$ cat config.mk
export PLATFORM = sky130hd
export DESIGN_NAME = wr_burst_sched
export DESIGN_NICKNAME = d
export VERILOG_FILES = /design/src/rtl/wbs_pkg.sv /design/src/rtl/wbs_rpcnt.sv /design/src/rtl/wbs_age.sv /design/src/rtl/wbs_gate.sv /design/src/rtl/wr_burst_sched.sv
export SDC_FILE = /design/constraint.sdc
export NUM_CORES = 1
export LEC_CHECK = 0
export BUFFER_PORTS_ARGS = -buffer_cell sky130_fd_sc_hd__clkbuf_2
export CORE_MARGIN = 2
export CORE_UTILIZATION = 62
export CTS_BUF_LIST = sky130_fd_sc_hd__clkbuf_16
export CTS_CLUSTER_SIZE = 28
export DETAILED_ROUTE_END_ITERATION = 6
export HOLD_SLACK_MARGIN = 0.02
export PLACE_DENSITY_LB_ADDON = 0.3
export SETUP_SLACK_MARGIN = 0.02
export SLEW_MARGIN = 20
export SYNTH_ARGS = -nofsm -noshare
export SYNTH_HDL_FRONTEND = slang
export SYNTH_SLANG_ARGS = --single-unit
$ cat constraint.sdc
create_clock -name clk -period 19.8 [get_ports clk]
set_input_delay 5.94 -clock clk [delete_from_list [all_inputs] [get_ports clk]]
set_output_delay 5.94 -clock clk [all_outputs]
set_load 0.05 [all_outputs]
$ cat src/rtl/wbs_pkg.sv
package wbs_pkg;
    typedef enum logic [1:0] {OP_WR = 2'd0, OP_RD = 2'd1, OP_PRE = 2'd2, OP_RSV = 2'd3} op_e;
    typedef enum logic [2:0] {CMD_NOP = 3'b111, CMD_WR = 3'b100, CMD_RD = 3'b101, CMD_PRE = 3'b010} cmd_e;
    typedef enum logic [1:0] {ST_IDLE, ST_WRITE, ST_APRE, ST_PRECH} st_e;

    function automatic logic [2:0] bl_pairs(input logic [1:0] code);
        case (code)
            2'd0:    return 3'd1;
            2'd1:    return 3'd2;
            default: return 3'd4;
        endcase
    endfunction
endpackage

$ cat src/rtl/wbs_rpcnt.sv
module wbs_rpcnt #(
    parameter int TW = 4
) (
    input  logic          clk,
    input  logic          rst_n,
    input  logic          load,
    input  logic [TW-1:0] t_rp,
    output logic          zero
);
    logic [TW-1:0] cnt;

    always_ff @(posedge clk) begin
        if (!rst_n)
            cnt <= '0;
        else if (load)
            cnt <= (t_rp == '0) ? '0 : t_rp - 1'b1;
        else if (cnt != '0)
            cnt <= cnt - 1'b1;
    end

    assign zero = (cnt == '0);
endmodule

$ cat src/rtl/wbs_age.sv
module wbs_age #(
    parameter int AGE_W = 6
) (
    input  logic             clk,
    input  logic             rst_n,
    input  logic             clr,
    output logic [AGE_W-1:0] age
);
    always_ff @(posedge clk) begin
        if (!rst_n)
            age <= '0;
        else if (clr)
            age <= '0;
        else if (age != '1)
            age <= age + 1'b1;
    end
endmodule

$ cat src/rtl/wbs_gate.sv
module wbs_gate
    import wbs_pkg::*;
#(
    parameter int AGE_W = 6,
    parameter int TW    = 4
) (
    input  st_e              st,
    input  op_e              op,
    input  logic             cut,
    input  logic             row_open,
    input  logic [AGE_W-1:0] age,
    input  logic [2:0]       pairs,
    input  logic [TW-1:0]    t_wtr,
    input  logic [TW-1:0]    t_wr,
    input  logic [TW-1:0]    t_rp,
    input  logic             rp_zero,
    output logic             allow,
    output logic             trunc,
    output logic [2:0]       vpairs,
    output logic             done
);
    localparam int SW = AGE_W + 2;

    logic [SW-1:0] k, rp_eff, need_rd, need_pr, need_ap, need_any;
    logic          row_ok;

    always_comb begin
        k        = SW'(age) + SW'(1);
        rp_eff   = (t_rp == '0) ? SW'(1) : SW'(t_rp);
        need_rd  = SW'(pairs) + SW'(t_wtr);
        need_pr  = SW'(pairs) + SW'(t_wr);
        need_ap  = need_pr + rp_eff;
        need_any = (need_rd > need_pr) ? need_rd : need_pr;
        row_ok   = (op == OP_PRE) || (op == OP_RSV) || row_open;
        allow    = 1'b0;
        trunc    = 1'b0;
        vpairs   = 3'd0;
        done     = 1'b0;
        unique case (st)
            ST_IDLE: begin
                allow = row_ok;
            end
            ST_PRECH: begin
                done  = rp_zero;
                allow = rp_zero && row_ok;
            end
            ST_APRE: begin
                done  = (k >= need_ap);
                allow = done && row_ok;
            end
            ST_WRITE: begin
                done = (k >= need_any);
                unique case (op)
                    OP_WR: begin
                        allow  = row_open;
                        trunc  = (k < SW'(pairs));
                        vpairs = k[2:0];
                    end
                    OP_RD: begin
                        allow  = row_open && (cut || k >= need_rd);
                        trunc  = (k < need_rd);
                        vpairs = (k > SW'(t_wtr)) ? 3'(k - SW'(t_wtr)) : 3'd0;
                    end
                    OP_PRE: begin
                        allow  = cut || k >= need_pr;
                        trunc  = (k < need_pr);
                        vpairs = (k > SW'(t_wr)) ? 3'(k - SW'(t_wr)) : 3'd0;
                    end
                    default: allow = 1'b1;
                endcase
            end
        endcase
    end
endmodule

$ cat src/rtl/wr_burst_sched.sv
module wr_burst_sched
    import wbs_pkg::*;
#(
    parameter int COL_W  = 10,
    parameter int BANK_W = 2,
    parameter int TW     = 4
) (
    input  logic              clk,
    input  logic              rst_n,
    input  logic              row_open,
    input  logic [TW-1:0]     t_wtr,
    input  logic [TW-1:0]     t_wr,
    input  logic [TW-1:0]     t_rp,
    input  logic              rq_valid,
    output logic              rq_ready,
    input  logic [1:0]        rq_op,
    input  logic [BANK_W-1:0] rq_bank,
    input  logic [COL_W-1:0]  rq_col,
    input  logic [1:0]        rq_bl,
    input  logic              rq_ap,
    input  logic              rq_cut,
    output logic [2:0]        cmd_code,
    output logic [BANK_W-1:0] cmd_bank,
    output logic [COL_W-1:0]  cmd_col,
    output logic              cmd_ap,
    output logic              trunc_vld,
    output logic [2:0]        trunc_pairs
);
    localparam int AGE_W = TW + 2;

    st_e              st_q, st_d;
    op_e              op;
    logic [2:0]       pairs_q, vpairs;
    logic [AGE_W-1:0] age;
    logic             rp_zero, allow, trunc, done, take;

    assign op       = op_e'(rq_op);
    assign take     = rq_valid && allow;
    assign rq_ready = allow;

    wbs_age #(.AGE_W(AGE_W)) u_age (
        .clk(clk), .rst_n(rst_n), .clr(take && op == OP_WR), .age(age)
    );

    wbs_rpcnt #(.TW(TW)) u_rp (
        .clk(clk), .rst_n(rst_n), .load(take && op == OP_PRE), .t_rp(t_rp), .zero(rp_zero)
    );

    wbs_gate #(.AGE_W(AGE_W), .TW(TW)) u_gate (
        .st(st_q), .op(op), .cut(rq_cut), .row_open(row_open), .age(age),
        .pairs(pairs_q), .t_wtr(t_wtr), .t_wr(t_wr), .t_rp(t_rp),
        .rp_zero(rp_zero), .allow(allow), .trunc(trunc), .vpairs(vpairs), .done(done)
    );

    // next-state logic
    always_comb begin
        st_d = st_q;
        if (take) begin
            unique case (op)
                OP_WR:  st_d = rq_ap ? ST_APRE : ST_WRITE;
                OP_RD:  st_d = ST_IDLE;
                OP_PRE: st_d = ST_PRECH;
                OP_RSV: st_d = st_q;
            endcase
        end else begin
            unique case (st_q)
                ST_IDLE:                      st_d = ST_IDLE;
                ST_WRITE, ST_APRE, ST_PRECH:  if (done) st_d = ST_IDLE;
            endcase
        end
    end

    // state register
    always_ff @(posedge clk) begin
        if (!rst_n) begin
            st_q    <= ST_IDLE;
            pairs_q <= 3'd1;
        end else begin
            st_q <= st_d;
            if (take && op == OP_WR)
                pairs_q <= bl_pairs(rq_bl);
        end
    end

    // registered command bus and truncation report
    always_ff @(posedge clk) begin
        if (!rst_n) begin
            cmd_code    <= CMD_NOP;
            cmd_bank    <= '0;
            cmd_col     <= '0;
            cmd_ap      <= 1'b0;
            trunc_vld   <= 1'b0;
            trunc_pairs <= 3'd0;
        end else begin
            cmd_code  <= CMD_NOP;
            trunc_vld <= 1'b0;
            if (take) begin
                cmd_bank    <= rq_bank;
                cmd_col     <= rq_col;
                cmd_ap      <= 1'b0;
                trunc_vld   <= trunc && st_q == ST_WRITE && op != OP_RSV;
                trunc_pairs <= vpairs;
                unique case (op)
                    OP_WR:  begin cmd_code <= CMD_WR; cmd_ap <= rq_ap; end
                    OP_RD:  cmd_code <= CMD_RD;
                    OP_PRE: cmd_code <= CMD_PRE;
                    OP_RSV: cmd_code <= CMD_NOP;
                endcase
            end
        end
    end

    p_cmd_legal_r2: assert property (@(posedge clk) disable iff (!rst_n)
        cmd_code inside {CMD_NOP, CMD_WR, CMD_RD, CMD_PRE});

    p_one_cmd_r11: assert property (@(posedge clk) disable iff (!rst_n)
        (rq_valid && rq_ready && op != OP_RSV) |=> cmd_code != CMD_NOP);

    p_trunc_src_r12: assert property (@(posedge clk) disable iff (!rst_n)
        trunc_vld |-> $past(st_q) == ST_WRITE);

    p_trunc_range_r7: assert property (@(posedge clk) disable iff (!rst_n)
        trunc_vld |-> trunc_pairs < 3'd4);

    p_rp_block_r8: assert property (@(posedge clk) disable iff (!rst_n)
        (st_q == ST_PRECH && !rp_zero) |-> !rq_ready);

    p_row_block_r10: assert property (@(posedge clk) disable iff (!rst_n)
        (!row_open && (op == OP_WR || op == OP_RD)) |-> !rq_ready);

    p_ap_hold_r9: assert property (@(posedge clk) disable iff (!rst_n)
        (st_q == ST_APRE && !done) |-> !rq_ready);
endmodule

; ---- Yosys cells after proc, flatten, opt, wreduce, memory -nomap -nowiden
; Index checks and enable logic that the tools add are counted.
[totals]
word_cells = 86
register_bits = 35
inputBits = 34
[classes]
n_addsub = 9
bitwise = 1
order_cmp = 10
n_eq_ne = 11
reduce_logical = 23
mux = 22
[ops]
columns = op, count
row1 = 7-bit by 8-bit >= comparator with 1-bit output, 2
row2 = 4-bit two-way mux, 4
row3 = 7-bit by 5-bit >= comparator with 1-bit output, 2
row4 = 7-bit by 4-bit > comparator with 1-bit output, 2
row5 = 7-bit by 5-bit < comparator with 1-bit output, 2
row6 = 3-bit one-hot mux with 4 select lines, 1
row7 = 3-bit by 4-bit adder with 5-bit output, 2
row8 = 3-bit two-way mux, 3
row9 = 1-bit one-hot mux with 3 select lines, 3
row10 = 3-bit one-hot mux with 3 select lines, 1
row11 = 8-bit adder, 1
row12 = 2-bit == test (second input constant), 4
row13 = 8-bit > comparator, 1
row14 = 1-bit logical AND, 8
row15 = 4-bit zero test, 2
row16 = 8-bit two-way mux, 1
row17 = 4-bit by 1-bit subtractor with 4-bit output (second input constant), 2
row18 = 6-bit by 1-bit adder with 7-bit output (second input constant), 1
row19 = 7-bit by 3-bit < comparator with 1-bit output, 1
row20 = 6-bit by 1-bit adder with 6-bit output (second input constant), 1
row21 = 2-bit by 1-bit == test with 1-bit output (second input constant), 3
row22 = 2-bit zero test, 3
row23 = 2-bit two-way mux, 3
row24 = 6-bit inequality test (second input constant), 1
row25 = other kinds (15), 22

; ---- Longest topological paths before layout
; Gate-level depths: netlist (run 1).
[depth]
depth_word = 9
ltp_mapped = 19

; ---- Hierarchy
; Synthesis (run 1) repeated with hierarchy kept, for this count alone.
[hier_totals]
cells_unflattened = 405
hier_area_um2 = 3308.2
[modules_own_cells]
columns = module, seq_area_each_um2, instances, cells_each, area_per_inst_um2
row1 = wbs_gate, 0.0, 1, 220, 1705.4
row2 = wr_burst_sched, 500.5, 1, 119, 1037.2
row3 = wbs_age, 120.1, 1, 32, 284.0
row4 = wbs_rpcnt, 80.1, 1, 34, 281.5

; ---- Worst setup path before layout (run 1)
; Ideal clock, no wire load.
[synth_timing]
kind = input-to-output
startpoint = input t_wr[0]
endpoint = output rq_ready
arrival_time_ps = 8974
path_stages = 12
slack_ps = 4886
path_cell_list = ha_1 > fa_1 > fa_1 > maj3_1 > a21oi_1 > xnor2_1 > ha_1 > a211oi_1 > o21ai_0 > a21bo_2 > nand2_1 > nor2_1
[synth_via]
elab_chain_len = 5
[synth_rtl]
columns = item, line
row1 = start: declaration, wr_burst_sched.sv:12  ; input logic [TW-1:0] t_wr,
row2 = 3-bit by 4-bit adder with 5-bit output *, wbs_gate.sv:31  ; need_pr = SW'(pairs) + SW'(t_wr);
row3 = 8-bit adder / 7-bit by 5-bit >= comparator with 1-bit output (equally long branches), "wbs_gate.sv:32, wbs_gate.sv:65"
row4 = 7-bit by 8-bit >= comparator with 1-bit output / 1-bit logical OR (equally long branches), "wbs_gate.sv:48, wbs_gate.sv:65"
row5 = 1-bit logical AND / 1-bit one-hot mux with 3 select lines (equally long branches), "wbs_gate.sv:49, wbs_gate.sv:53"
row6 = 1-bit one-hot mux with 4 select lines *, wbs_gate.sv:39  ; unique case (st)
row7 = end: declaration, wr_burst_sched.sv:15  ; output logic rq_ready,
; Mark *: on every way between the ends. The rest lies on a longest branch, timed or not.

; ---- Worst setup path after layout (run 1)
; Same ends and word-level chain as after synthesis.

==> metrics.txt, run 1 <==
Top Layer Used met4; Num CTS Buffers 5; post-DR vias/cell ~6; met3 wire len 440 µm; IO Count 55; hpwl dp 5790 µm; mapped cell area between 3000 and 4000 µm²; DRT met1 WL about 3400 µm; setup TNS 0 ns; initial antenna violation count 0; setup bufs post-CTS 0; ant diodes 0; max-cap violation count 0; fin. max-slew vios 0; CTS H-tree lvls 2; Yosys top cell area share between 20 and 25%; Mean Syn Cell Area around 8.5 µm²; Slew @ Worst Pin 0.715 ns; Unique masters post-synth a little over 60; Clk Latency, worst-skew pair around 0.28 ns; WL per Instance between 15 and 20 µm; cell taking the most area after synthesis dfxtp_1; drt initial violations 130; Main synth FF type dfxtp_1; vias in the first global route around 2,800; Die Wd 75.8 µm; largest net degree at the start of global routing 27; worst-path fanout max 4; DRC 0; upper clock frequency limit between 60 and 70 MHz; Startpoint Class primary input; gr ovfl total 0; Worst EP arrival between 9 and 10 ns; Placer Congestion around 0.90; CP Class in -> out; share of layout cells above drive strength 1 a little under a fifth; Max clock buf depth 2; Synth Net Count 465; outcome finished clean; row cnt 26; Period minus WS final 15.01 ns; post-CTS sizing 0; vias 2,914; WHS 0.468 ns; ys async rst share 0%; Hold Crit Class reg -> reg; most common cell in the synthesized netlist ha_1; core area between 5000 and 6000 µm²; area delta synth->final 15.5%; RSZ-0062 raised after global routing no; clock slew at reported path FFs approximately 0.050 ns; Max IR drop VDD between 0.06 and 0.07 mV; Syn. warnings 0; Final #Nets about 510; metal2 WL approximately 3700 µm; hold_buf cts 0; CTS tree built; PnR Total Power roughly 310 µW; slowest stage delay, CP about 0.54 ns; IO buf count 54; final hold vios 0; CTS Sinks 35; endpoints failing setup 0; headroom to the max-slew limit between 50% and 60%; crit-path cells clkbuf_2 > ha_1 > fa_1 > fa_1 > maj3_1 > a21oi_1 > xnor2_1 > ha_1 > a211oi_1 > o21ai_0 > a21bo_2 > nand2_1 > nor2_1 > clkbuf_2; Buf/Inv on CP 2; CP required between 10 and 15 ns; crit path max-delay cell type fa_1; ranking of synthesized cells by area dfxtp_1, ha_1, mux2i_1, a21oi_1, nand2_1; Chip Height around 76 µm; fin util around three quarters; Cells after Synth between 300 and 400; Crit path max-delay family adder cells; Initial Utilization 63.3%; root buf cell clkbuf_16; Pleak between 1.5 and 2 nW; Post-synth EDFFs 0; PwrDens between 80 and 90 nW/µm²; Setup crit end kind output pin; die area around 5700 µm²; Post-DRT Antenna Nets 0; Worst Clk Skew about 0.004 ns; Overall Global Routing Usage 28.6%; First-pass DRT Iterations 5; period utilisation layout 75.8%; synth cell count leaders ha_1, dfxtp_1, nand2_1, nor2_1, inv_1; post-synthesis sequential area ratio between 20 and 25%; Routed Wire Length around 7700 µm; global-route wire length before repair roughly 13,000 µm; Yosys reg bits 35
[per-layer routing]
metal / global-route usage [%] / vias up
met5: 0 / -
met4: 8.97 / 0
met3: 5.16 / 19
met2: 48.4 / 114
met1: 37.0 / 1358
li1: - / 1423
[final cells by class]
| class | count | area, µm² |
|---|---|---|
| Inverter | 28 | 105 |
| Tap cell | 70 | 87.6 |
| Timing Repair Buffer | 55 | 278 |
| Sequential cell | 35 | 701 |
| Fill cell | 390 | 1350 |
| Clock buffer | 5 | 125 |
| Multi-Input combinational cell | 297 | 2320 |
| Clock inverter | 3 | 67.6 |
[cells in the final DEF (no fill, tap or decap), types with 3 or more instances in the layout]
cell type / netlist / layout
a21o_1: 5 / 5
a21oi_1: 25 / 25
a221oi_1: 4 / 4
and3_1: 7 / 7
clkbuf_16: 0 / 5
clkbuf_2: 0 / 54
dfxtp_1: 35 / 35
fa_1: 5 / 5
ha_1: 52 / 52
inv_1: 28 / 28
mux2i_1: 18 / 18
nand2_1: 33 / 33
nand2b_1: 3 / 3
nand3_1: 9 / 9
nor2_1: 33 / 33
nor2b_1: 3 / 3
nor3_1: 4 / 4
o211ai_1: 8 / 8
o21ai_0: 14 / 14
or2_2: 3 / 3
or3_1: 3 / 3
or3b_1: 3 / 3
xnor2_1: 13 / 13
xor2_1: 5 / 5
[cells by family after synthesis]
kind of cell,count (synthesis),synth area share [%]
mux,21,6.70
simple gates,116,18.6
compound gates,81,17.4
xor+xnor,20,5.95
buf+inv,42,5.29
flops,35,21.9
fa+ha+maj,59,24.1
[report_power, final]
part / internal (mW) / leakage [nW] / total, mW / switching, mW
clock: 0.0721 / 0.0900 / 0.103 / 0.0311
combinational: 0.0507 / 1.44 / 0.125 / 0.0742
sequential: 0.0781 / 0.286 / 0.0846 / 0.00655
[state kept, by name (all words and copies together), names as in the netlist]
| name | flops |
|---|---|
| cmd_ap | 1 |
| cmd_bank | 2 |
| cmd_code | 3 |
| cmd_col | 10 |
| pairs_q | 3 |
| st_q | 2 |
| trunc_pairs | 3 |
| trunc_vld | 1 |
| u_age.age | 6 |
| u_rp.cnt | 4 |
[per-stage QoR]
stage          setup WS (ns)  cell area, µm²  cells
4_1_cts                 4.81            3690    493
3_3_place_gp            4.86            3500    485
5_1_grt                 4.55            3690    493
2_1_floorplan           4.89            3190    374
3_5_place_dp            4.82            3500    485
6_report                4.79            3690    493
[path summary, 6_finish.rpt]
kind	startpoint	endpoint	slack, ns	depth (start not counted)
worst min-delay path	trunc_pairs[0]	trunc_pairs[0]	0.47	2
worst max register to register	pairs_q[0]	u_rp.cnt[0]	15.37	14
worst max-delay path	t_wr[0]	rq_ready	4.79	14
worst min register to register	trunc_pairs[0]	trunc_pairs[0]	0.47	2
[tightest hold or removal path: cells and delay by family (launching register included)]
kind               cells  cell delay [ns]
AOI/OAI and AO/OA      1             0.05
DFF                    1             0.31
and+or+nand+nor        1             0.05
Note: power is estimated with default switching activity, not from simulation.
==> inputs of run 2 (changes only) <==
--- a/config.mk
+++ b/config.mk
@@ -5,9 +5,10 @@
 export SDC_FILE = /design/constraint.sdc
 export NUM_CORES = 1
 export LEC_CHECK = 0
+export ABC_AREA = 1
 export BUFFER_PORTS_ARGS = -buffer_cell sky130_fd_sc_hd__clkbuf_2
 export CORE_MARGIN = 2
-export CORE_UTILIZATION = 62
+export CORE_UTILIZATION = 52
 export CTS_BUF_LIST = sky130_fd_sc_hd__clkbuf_16
 export CTS_CLUSTER_SIZE = 28
 export DETAILED_ROUTE_END_ITERATION = 6
==> constraint.sdc (replaced) <==
create_clock -name clk -period 13.5 [get_ports clk]
set_input_delay 4.05 -clock clk [delete_from_list [all_inputs] [get_ports clk]]
set_output_delay 4.05 -clock clk [all_outputs]
set_load 0.05 [all_outputs]
==> metrics.txt, run 2 <==
crit path max-delay cell type fa_1; crit-path cells clkbuf_2 > ha_1 > fa_1 > ha_1 > nand2_1 > inv_1 > o21ai_0 > nand2_1 > xor2_1 > ha_1 > nand2_1 > o21ai_0 > nand2_1 > nand2_1 > nand2_1 > nand2_1 > o21ai_0 > a21oi_1 > clkbuf_2; Pleak between 1.5 and 2 nW; final hold vios 0; initial antenna violation count 0; Startpoint Class primary input; post-DR vias/cell around 5.3; CP required ~9.5 ns; max-cap violation count 0; RSZ-0062 raised after global routing no; vias in the first global route ~2,700; hold_buf cts 0; Crit path max-delay family adder cells; DRC 0; Worst Clk Skew around 0.0064 ns; IO buf count 54; most common cell in the synthesized netlist nand2_1; setup bufs post-CTS 0; Max clock buf depth 2; Max IR drop VDD 0.103 mV; IO Count 55; Buf/Inv on CP 3; Period minus WS final 11.21 ns; share of layout cells above drive strength 1 between 10 and 15%; endpoints failing setup 0; Setup crit end kind output pin; Overall Global Routing Usage about a quarter; ant diodes 0; Clk Latency, worst-skew pair around 0.28 ns; CTS tree built; row cnt 28; CTS H-tree lvls 2; die area 6720 µm²; Routed Wire Length between 7000 and 8000 µm; WL per Instance 12.7 µm; ys async rst share 0%; filler instances roughly 560; Unique masters post-synth 37; commonest cells after routing, fill and taps aside nand2_1, inv_1, clkbuf_2, ha_1, a21oi_1; core area 5890 µm²; headroom to the max-slew limit a little over half; fin util between 60 and 70%; Die Wd roughly 82 µm; PwrDens approximately 110 nW/µm²; Post-DRT Antenna Nets 0; upper clock frequency limit roughly 90 MHz; Hold Crit Class reg -> reg; drt initial violations 114; Worst EP arrival a little over 7 ns; ranking of synthesized cells by area dfxtp_1, ha_1, nand2_1, inv_1, a21oi_1; Yosys reg bits 35; mapped cell area around 3200 µm²; worst-path fanout max 3; max reg flops 10; vias ~3,100; CTS Sinks 35; Num CTS Buffers 5; post-synthesis sequential area ratio 22.2%; setup TNS 0 ns; Mean Syn Cell Area 6.91 µm²; CP Class in -> out; Slew @ Worst Pin 0.703 ns; Cells after Synth about 460; period utilisation layout slightly above 80%; fin. max-slew vios 0; post-CTS sizing 0; Placer Congestion 0.856; WHS approximately 0.47 ns; clock slew at reported path FFs about 0.06 ns; synth cell count leaders nand2_1, inv_1, ha_1; most used cell, CP nand2_1; largest net degree at the start of global routing 25; Synth Net Count 549; Main synth FF type dfxtp_1; Post-synth EDFFs 0; Initial Utilization a little over half; Final #Nets 602; hpwl dp around 6000 µm; PnR Total Power just over 400 µW; root buf cell clkbuf_16; commonest non-fill, non-tap cell in the layout nand2_1; gr ovfl total 0; outcome finished clean; Chip Height between 80 and 90 µm; First-pass DRT Iterations 4; area delta synth->final 15.5%; cell taking the most area after synthesis dfxtp_1; slowest stage delay, CP approximately 0.52 ns; global-route wire length before repair roughly 12,000 µm; Yosys top cell area share around 22%; Syn. warnings 0; largest register by flop count cmd_col; setup slack after layout 2.29 ns; Top Registers cmd_col x10, u_age.age x6, u_rp.cnt x4; dpl ws ~2.3 ns
run 2: changes by cell type in the layout (fill, tap and decap cells not counted), moves of 4 or more:
cell	change
a21oi_1	+24
a221oi_1	-4
and3_1	-7
inv_1	+42
mux2i_1	-18
nand2_1	+82
nand3_1	+9
nor2_1	-6
o211ai_1	-7
o21ai_0	+14
xnor2_1	-10
xor2_1	+5
run 2: worst paths after layout:
kind / startpoint / endpoint / slack, ns / cells past startpoint
min reg2reg: cmd_col[0] / cmd_col[0] / 0.47 / 2
max: t_wr[0] / rq_ready / 2.29 / 19
min: cmd_col[0] / cmd_col[0] / 0.47 / 2
max reg2reg: pairs_q[1] / st_q[0] / 9.56 / 23
run 2: worst register-to-register path, stage by stage (launching register included):
cell and delay, ns:
dfxtp_1 0.52, ha_1 0.31, a21oi_1 0.17, o21ai_0 0.11, xor2_1 0.23, inv_1 0.13, ha_1 0.31, nand3_1 0.10
o211ai_1 0.18, a21oi_1 0.08, a21o_1 0.22, o21ai_0 0.18, ha_1 0.25, o21a_1 0.19, o21a_1 0.16, o21ai_0 0.13
nand2_1 0.09, nand2_1 0.06, nand3_1 0.06, nand2_1 0.06, nand2_1 0.05, nand2_1 0.09, nand3_1 0.08, a21oi_1 0.11
run 2: area by class of cell:
class / instances / area, µm² / share of cell area (%)
Clock buffer: 5 / 125 / 3.42
Clock inverter: 3 / 47.5 / 1.30
Inverter: 74 / 278 / 7.60
Multi-Input combinational cell: 341 / 2140 / 58.5
Sequential cell: 35 / 701 / 19.2
Tap cell: 75 / 93.8 / 2.57
Timing Repair Buffer: 54 / 270 / 7.39
run 2: cells by family after synthesis:
group	after synthesis	share of synthesized area (%)
AOI/OAI and AO/OA	91	15.9
xor gates and xnor gates	13	3.60
adders and majority gates	57	23.7
buffers and inverters	82	10.2
DFF	35	22.2
and+or+nand+nor	180	24.4
run 2: metal layers:
metal	track usage, %	vias to the layer above	share of wire, %
met5	0	-	0
met4	6.67	0	1.9
met3	4.73	15	5.6
met2	38.9	80	47
met1	31.5	1406	46
li1	-	1588	-
run 2: where the power goes:
group / switching [mW] / internal (mW) / leakage [nW] / total [mW]
clock network: 0.0458 / 0.0880 / 0.0844 / 0.134
logic: 0.0978 / 0.0607 / 1.58 / 0.159
registers: 0.00834 / 0.113 / 0.286 / 0.122
run 2: stage by stage:
stage,area [µm²],cells
after global routing,3650,587
after CTS,3650,587
after floorplan,3160,458
final,3650,587
after detailed placement,3480,579
after global placement,3480,579
